### config.mk
export PLATFORM = sky130hd
export DESIGN_NAME = predtest_flags
export DESIGN_NICKNAME = d
export VERILOG_FILES = /design/src/rtl/ptf_pkg.sv /design/src/rtl/ptf_pick.sv /design/src/rtl/ptf_ctrl.sv /design/src/rtl/ptf_datapath.sv /design/src/rtl/predtest_flags.sv
export SDC_FILE = /design/constraint.sdc
export NUM_CORES = 1
export LEC_CHECK = 0
export BUFFER_PORTS_ARGS = -buffer_cell sky130_fd_sc_hd__buf_4
export CORE_MARGIN = 5
export CORE_UTILIZATION = 47
export CTS_CLUSTER_DIAMETER = 60
export DETAILED_ROUTE_END_ITERATION = 7
export PLACE_DENSITY = 0.77
export SLEW_MARGIN = 20
export SYNTH_ARGS = -nofsm -noshare
export SYNTH_HDL_FRONTEND = slang
export SYNTH_SLANG_ARGS = --single-unit
### constraint.sdc
create_clock -name clk -period 2.9 [get_ports clk]
set_input_delay 0.29 -clock clk [delete_from_list [all_inputs] [get_ports clk]]
set_output_delay 0.29 -clock clk [all_outputs]
set_load 0.02 [all_outputs]
### src/rtl/ptf_pkg.sv
package ptf_pkg;
  // Strobes from control to datapath
  typedef struct packed {
    logic load;   // capture new flags
    logic clear;  // force flags to zero
  } ptfStrobe_t;

  // Flag bit positions inside the nzcv output
  localparam int FLAG_N = 3;
  localparam int FLAG_Z = 2;
  localparam int FLAG_C = 1;
  localparam int FLAG_V = 0;
endpackage

### src/rtl/ptf_pick.sv
// Isolates the lowest or the highest set bit of a vector as a one-hot word.
module ptf_pick #(
  parameter int W         = 32,
  parameter bit PICK_HIGH = 1'b0
) (
  input  logic [W-1:0] vecIn,
  output logic [W-1:0] oneHot
);
  generate
    if (PICK_HIGH) begin : g_high
      logic [W-1:0] revIn;
      logic [W-1:0] revPick;
      always_comb begin
        for (int i = 0; i < W; i++) revIn[i] = vecIn[W-1-i];
      end
      assign revPick = revIn & (~revIn + W'(1));
      always_comb begin
        for (int i = 0; i < W; i++) oneHot[i] = revPick[W-1-i];
      end
    end else begin : g_low
      assign oneHot = vecIn & (~vecIn + W'(1));
    end
  endgenerate
endmodule

### src/rtl/ptf_ctrl.sv
// Control: request tracking and strobe generation.
module ptf_ctrl
  import ptf_pkg::*;
(
  input  logic       clk,
  input  logic       rst,
  input  logic       inValid,
  output ptfStrobe_t strobe,
  output logic       outValid
);
  always_comb begin
    strobe.clear = rst;
    strobe.load  = inValid & ~rst;
  end

  always_ff @(posedge clk) begin
    if (rst) outValid <= 1'b0;
    else     outValid <= inValid;
  end
endmodule

### src/rtl/ptf_datapath.sv
// Datapath: active-element selection, first/last search and flag register.
module ptf_datapath
  import ptf_pkg::*;
#(
  parameter int PRED_W = 32,
  parameter int LEN_W  = $clog2(PRED_W + 1)
) (
  input  logic              clk,
  input  ptfStrobe_t        strobe,
  input  logic [PRED_W-1:0] maskPred,
  input  logic [PRED_W-1:0] resPred,
  input  logic [1:0]        eszCode,
  input  logic [LEN_W-1:0]  predLen,
  output logic [3:0]        nzcv
);
  localparam int NUM_SIZES = 4;

  // Governing-bit positions for each element size
  logic [PRED_W-1:0] laneMask [NUM_SIZES];
  genvar gs, gb;
  generate
    for (gs = 0; gs < NUM_SIZES; gs++) begin : g_size
      for (gb = 0; gb < PRED_W; gb++) begin : g_bit
        localparam bit IS_LEAD = ((gb % (1 << gs)) == 0);
        assign laneMask[gs][gb] = IS_LEAD;
      end
    end
  endgenerate

  // Positions inside the current predicate length
  logic [PRED_W-1:0] inRange;
  generate
    for (gb = 0; gb < PRED_W; gb++) begin : g_range
      assign inRange[gb] = (predLen > LEN_W'(gb));
    end
  endgenerate

  logic [PRED_W-1:0] activeVec;
  logic [PRED_W-1:0] hitVec;
  logic [PRED_W-1:0] firstHot;
  logic [PRED_W-1:0] lastHot;

  assign activeVec = maskPred & inRange & laneMask[eszCode];
  assign hitVec    = activeVec & resPred;

  ptf_pick #(.W(PRED_W), .PICK_HIGH(1'b0)) u_first (
    .vecIn  (activeVec),
    .oneHot (firstHot)
  );

  ptf_pick #(.W(PRED_W), .PICK_HIGH(1'b1)) u_last (
    .vecIn  (activeVec),
    .oneHot (lastHot)
  );

  logic [3:0] flagsNext;
  always_comb begin
    flagsNext         = 4'b0000;
    flagsNext[FLAG_N] = |(firstHot & resPred);
    flagsNext[FLAG_Z] = ~(|hitVec);
    flagsNext[FLAG_C] = ~(|(lastHot & resPred));
    flagsNext[FLAG_V] = 1'b0;
  end

  always_ff @(posedge clk) begin
    if (strobe.clear)     nzcv <= 4'b0000;
    else if (strobe.load) nzcv <= flagsNext;
  end
endmodule

### src/rtl/predtest_flags.sv
// Top: predicate test flag generator.
module predtest_flags
  import ptf_pkg::*;
#(
  parameter int PRED_W = 32,
  parameter int LEN_W  = $clog2(PRED_W + 1)
) (
  input  logic              clk,
  input  logic              rst,
  input  logic              inValid,
  input  logic [PRED_W-1:0] maskPred,
  input  logic [PRED_W-1:0] resPred,
  input  logic [1:0]        eszCode,
  input  logic [LEN_W-1:0]  predLen,
  output logic              outValid,
  output logic [3:0]        nzcv
);
  ptfStrobe_t strobe;

  ptf_ctrl u_ctrl (
    .clk      (clk),
    .rst      (rst),
    .inValid  (inValid),
    .strobe   (strobe),
    .outValid (outValid)
  );

  ptf_datapath #(.PRED_W(PRED_W), .LEN_W(LEN_W)) u_dp (
    .clk      (clk),
    .strobe   (strobe),
    .maskPred (maskPred),
    .resPred  (resPred),
    .eszCode  (eszCode),
    .predLen  (predLen),
    .nzcv     (nzcv)
  );
endmodule

; ---- Word level (Yosys, flattened, before mapping)
; Index checks and enable logic that the tools add are counted.
[word_totals]
regBits = 4
latch_bits = 0
mem_bits_rw = 0
romBits = 0
elab_cells = 57
memories = 0
[classes]
n_addsub = 2
n_mul = 0
n_div = 0
magnitude_cmp = 33
n_eq_ne = 0
shifts = 0
mux = 3
bitwise = 14
reduce_logical = 3
[op_table]
columns = operator, count
row1 = $and 32x32->32, 7
row2 = $gt 6x5->1 const B, 16
row3 = $reduce_or 32->1, 3
row4 = $add 32x1->32 const B, 2
row5 = $bmux 32 s2, 1
row6 = $mux 32, 2
row7 = $not 32->32, 2
row8 = $gt 6x4->1 const B, 8
row9 = $gt 6x3->1 const B, 4
row10 = $gt 6x1->1 const B, 2
row11 = $gt 6x2->1 const B, 2
row12 = $ge 3x3->1 const B, 1
row13 = $not 1->1, 3
row14 = $not 2->3, 1
row15 = $and 1x1->1, 1

; ---- Depth between registers and ports, before layout
[logic_depth]
ltp_word = 11
mapped_depth = 11
ltp_nobuf = 8

; ---- By module
; A second synthesis with hierarchy kept.
[unflattened]
cells_unflattened = 334
hier_area_um2 = 2152.1
[by_module_without_submodules]
columns = mod, instances, cells_per_inst, area_per_inst_um2, seq_area_each_um2
row1 = ptf_datapath, 1, 176, 1208.7, 60.1
row2 = ptf_pick, 2, 77, 451.7, 0.0
row3 = ptf_ctrl, 1, 4, 40.0, 20.0

; ---- Least setup slack after synthesis
; OpenSTA, ideal clock, no wires.
[synth_path]
path_kind = input to register
from = in predLen[0]
to = reg u_dp.nzcv[1]
t_arrival_ps = 2423
path_slack_ps = 360
stages = 9
cell_sequence = clkbuf_1 > or4_4 > a32o_2 > a21oi_4 > nand4b_1 > a31oi_1 > o311ai_1 > a2111o_1 > a32o_1
[synth_via]
elab_chain_cells = 9
elab_cells_between_ends = 40
[synth_lines]
columns = item, line
row1 = "start, declared", predtest_flags.sv:14  ; input logic [LEN_W-1:0] predLen,
row2 = "$gt 6x5->1, or another cell as far along", ptf_datapath.sv:34  ; assign inRange[gb] = (predLen > LEN_W'(gb));
row3 = $and 32x32->32 * (2 in a row), ptf_datapath.sv:43  ; assign activeVec = maskPred & inRange & laneMask[eszCode];
row4 = $not 32->32, ptf_pick.sv:16  ; assign revPick = revIn & (~revIn + W'(1));
row5 = $add 32x1->32, ptf_pick.sv:16
row6 = $and 32x32->32 *, ptf_pick.sv:16
row7 = $and 32x32->32 *, ptf_datapath.sv:61  ; flagsNext[FLAG_C] = ~(|(lastHot & resPred));
row8 = $reduce_or 32->1 *, ptf_datapath.sv:61
row9 = $not 1->1 *, ptf_datapath.sv:61
row10 = "end signal, assigned", ptf_datapath.sv:67  ; else if (strobe.load) nzcv <= flagsNext;
row11 = "end, declared", ptf_datapath.sv:14  ; output logic [3:0] nzcv
; Every way passes the cells marked *; elsewhere a longest branch is shown, timed or not.
; A chain may end at the register's enable or synchronous reset.

; ---- Final worst setup path
[layout_path]
from = in predLen[4]
to = reg u_dp.nzcv[1]
; Same word-level chain as after synthesis.

==> flow_metrics.env <==
export IMPL_status="complete, no violations"
export IMPL_finalWirelength_mm=9.67
export IMPL_cts_sink_count=4
export IMPL_r2r_setup_slack_ps=2270
export IMPL_synth_seq_cells=4
export IMPL_peakVddDrop_mv=0.210
export IMPL_grt_pass1_vias=2962
export IMPL_power_leakage_nw=1.18
export IMPL_grt_pass1_wl_mm=15.2
export IMPL_yosys_top_cells_count="nand2_1 (37), a21oi_1 (22), nor2_1 (20), o21ai_0 (18), clkbuf_1 (17)"
export IMPL_cts_tree="done"
export IMPL_tightest_slew_ps=618
export IMPL_grt_use_total_pct=31.3
export IMPL_netlist_area_sq_mm=0.00210
export IMPL_p_switching_mw=0.276
export IMPL_n_fill_cell=433
export IMPL_critPathKind="primary input to register"
export IMPL_antenna_cells=0
export IMPL_die_x_microns=76.9
export IMPL_drive_gt1_share_pct=27.5
export IMPL_postRouteAntennaNets=0
export IMPL_synth_edf_count=0
export IMPL_place_hpwl_mm=7.71
export IMPL_gp_congestion=1.03
export IMPL_drt_drc_violations_left=0
export IMPL_grt_start_max_net_pins=29
export IMPL_io_pins=80
export IMPL_vias=3255
export IMPL_min_period_ps=2670
export IMPL_nNetsFinal=484
export IMPL_p_seq_share_pct=10.0
export IMPL_post_cts_repair_setup_buffers=0
export IMPL_design_die_area_sq_mm=0.00591
export IMPL_critPathLaunchType="primary input"
export IMPL_hold_viol_final=0
export IMPL_clockRootBuffer="clkbuf_8"
export IMPL_yosysMostFrequentCell="nand2_1"
export IMPL_clock_latency_ps=230
export IMPL_cts_resized=0
export IMPL_preCtsSetupSlack_ps=91.6
export IMPL_io_buffer_count=78
export IMPL_worstPathRequired_ps=3010
export IMPL_core_area_sq_mm=0.00435
export IMPL_synth_distinct_cells=75
export IMPL_timing_final_crit_share_pct=92.1
export IMPL_die_y_microns=76.9
export IMPL_min_to="u_dp.nzcv[2]"
export IMPL_path_max_fanout=17
export IMPL_yosys_warnings=0
export IMPL_synthCells=336
export IMPL_synthFlopType="dfxtp_1"
export IMPL_final_core_util_pct=64.2
export IMPL_r2r_cells=2
export IMPL_netSwitchingFraction_pct=45.3
export IMPL_syn_to_final_growth_pct=32.9
export IMPL_setup_viol=0
export IMPL_timing_rr_start="u_dp.nzcv[3]"
export IMPL_worst_slack_ps=230
export IMPL_firstDrtPassIters=6
export IMPL_synth_area_top_cells="nand2_1 (6.6%), a21oi_1 (5.2%), o21ai_0 (4.3%), nand4_1 (4.2%), dfxtp_1 (3.8%)"
export IMPL_cp_arrival_ps=2780
export IMPL_num_rows=24
export IMPL_hold_start="rst"
export IMPL_wl_per_cell_microns=21.1
export IMPL_h_tree_depth=1
export IMPL_path_clk_slew_ps=30
export IMPL_holdWs_ps=247
export IMPL_start_util_pct=48.3
export IMPL_fin_skew_ps=0
export IMPL_final_max_slew_viol_count=0
export IMPL_clock_fmax_mhz=375
export IMPL_holdPathStages=2
export IMPL_overflow=0
export IMPL_setup_tns_final_ps=0
export IMPL_via_per_inst=7.09
export IMPL_ys_seq_area_share_pct=3.81
export IMPL_grt_setup_unrepaired="false"
export IMPL_synth_net_count=411
export IMPL_max_slew_margin_pct=58.7
export IMPL_drv_cap=0
export IMPL_syn_area_per_cell_sq_um=6.26
export IMPL_hold_class="primary input to register"
export IMPL_antenna_found_initial=0
export IMPL_cts_made_buffers=3
export IMPL_synthArstFlopShare_pct=0
export IMPL_r2r_end="u_dp.nzcv[3]"
export IMPL_first_iter_violations=514
export IMPL_end_kind="register"
export IMPL_cts_hold_buffers=0
export IMPL_yosysTopAreaCell="nand2_1"
export IMPL_clockBufferDepth=2
export IMPL_power_frac_clock_pct=20.5
export IMPL_cellInternalPower_mw=0.333
export IMPL_power_density_mw_per_mm2=218
export IMPL_synth_top_area_share_pct=6.60
export IMPL_combPwrFrac_pct=69.5
==> through the flow <==
stage / power [mW] / instance area, sq um / instances
global route: 0.646 / 2800 / 459
finish: 0.609 / 2800 / 459
floorplan: 0.295 / 2100 / 336
CTS: 0.596 / 2800 / 459
global placement: 0.468 / 2750 / 456
detailed placement: 0.469 / 2750 / 456
==> worst max path at each step <==
stage | from | endpoint | slack (ps) | depth (start not counted)
finish | predLen[4] | u_dp.nzcv[1] | 230 | 9
global route | predLen[4] | u_dp.nzcv[3] | 130 | 9
CTS | predLen[4] | u_dp.nzcv[1] | 320 | 9
detailed placement | predLen[4] | u_dp.nzcv[1] | 90 | 9
global placement | predLen[5] | u_dp.nzcv[3] | 100 | 9
floorplan | predLen[0] | u_dp.nzcv[1] | 360 | 9
==> layout by cell type, fill, tap and decap left out, drive strengths merged, types with 10 or more instances in the layout <==
cell type  netlist  final
and3            12     12
nand4           14     14
nand3           13     13
a21oi           23     23
nor2            20     20
nor3            14     14
nand2           37     37
o21ai           24     24
inv             10     10
buf              7     92
==> layout make-up <==
class                      count  area, sq um  area share (%)
multi-input combinational    298         1880            67.3
inverter                      10         37.5            1.34
clock buffer                   3         41.3            1.48
tap                           52         65.1            2.33
timing repair buffer          92          691            24.7
sequential                     4         80.1            2.86
==> worst max-delay path, cell delays in order <==
cell	delay (ps)
buf_4	170
nor2_1	410
a21oi_1	300
nor2_1	340
nand4b_1	180
a31oi_1	260
o311ai_1	130
a2111o_1	440
a32o_1	250
==> registers in the layout, summed over array words and instances (netlist names) <==
register,cells
u_ctrl.outValid,1
u_dp.nzcv,3
==> cells by family (layout without fill, tap and decap cells) <==
| kind of cell | Yosys count | after routing | share of synthesized area (%) |
|---|---|---|---|
| other | 1 | 1 | 0.178 |
| AOI/OAI and AO/OA | 130 | 130 | 44.7 |
| muxes | 1 | 1 | 0.476 |
| DFF | 4 | 4 | 3.81 |
| buffers and inverters | 34 | 105 | 6.78 |
| and+or+nand+nor | 166 | 166 | 44.0 |
==> power groups by stage <==
stage	sequential, mW	clock [mW]	combinational (mW)
global placement	0.0614	0	0.406
finish	0.0608	0.125	0.423
global route	0.0612	0.132	0.453
CTS	0.0608	0.125	0.410
detailed placement	0.0615	0	0.407
floorplan	0.0662	0	0.229
==> per-layer routing <==
layer | vias to the layer above | global-route usage [%] | wire length [microns]
met2 | 264 | 52.9 | 4570
met3 | 42 | 5.62 | 1100
met1 | 1460 | 39.1 | 3680
li1 | 1489 | - | -
met5 | - | 0 | 0
met4 | 0 | 11.4 | 323
Note: power is estimated with default switching activity, not from simulation.
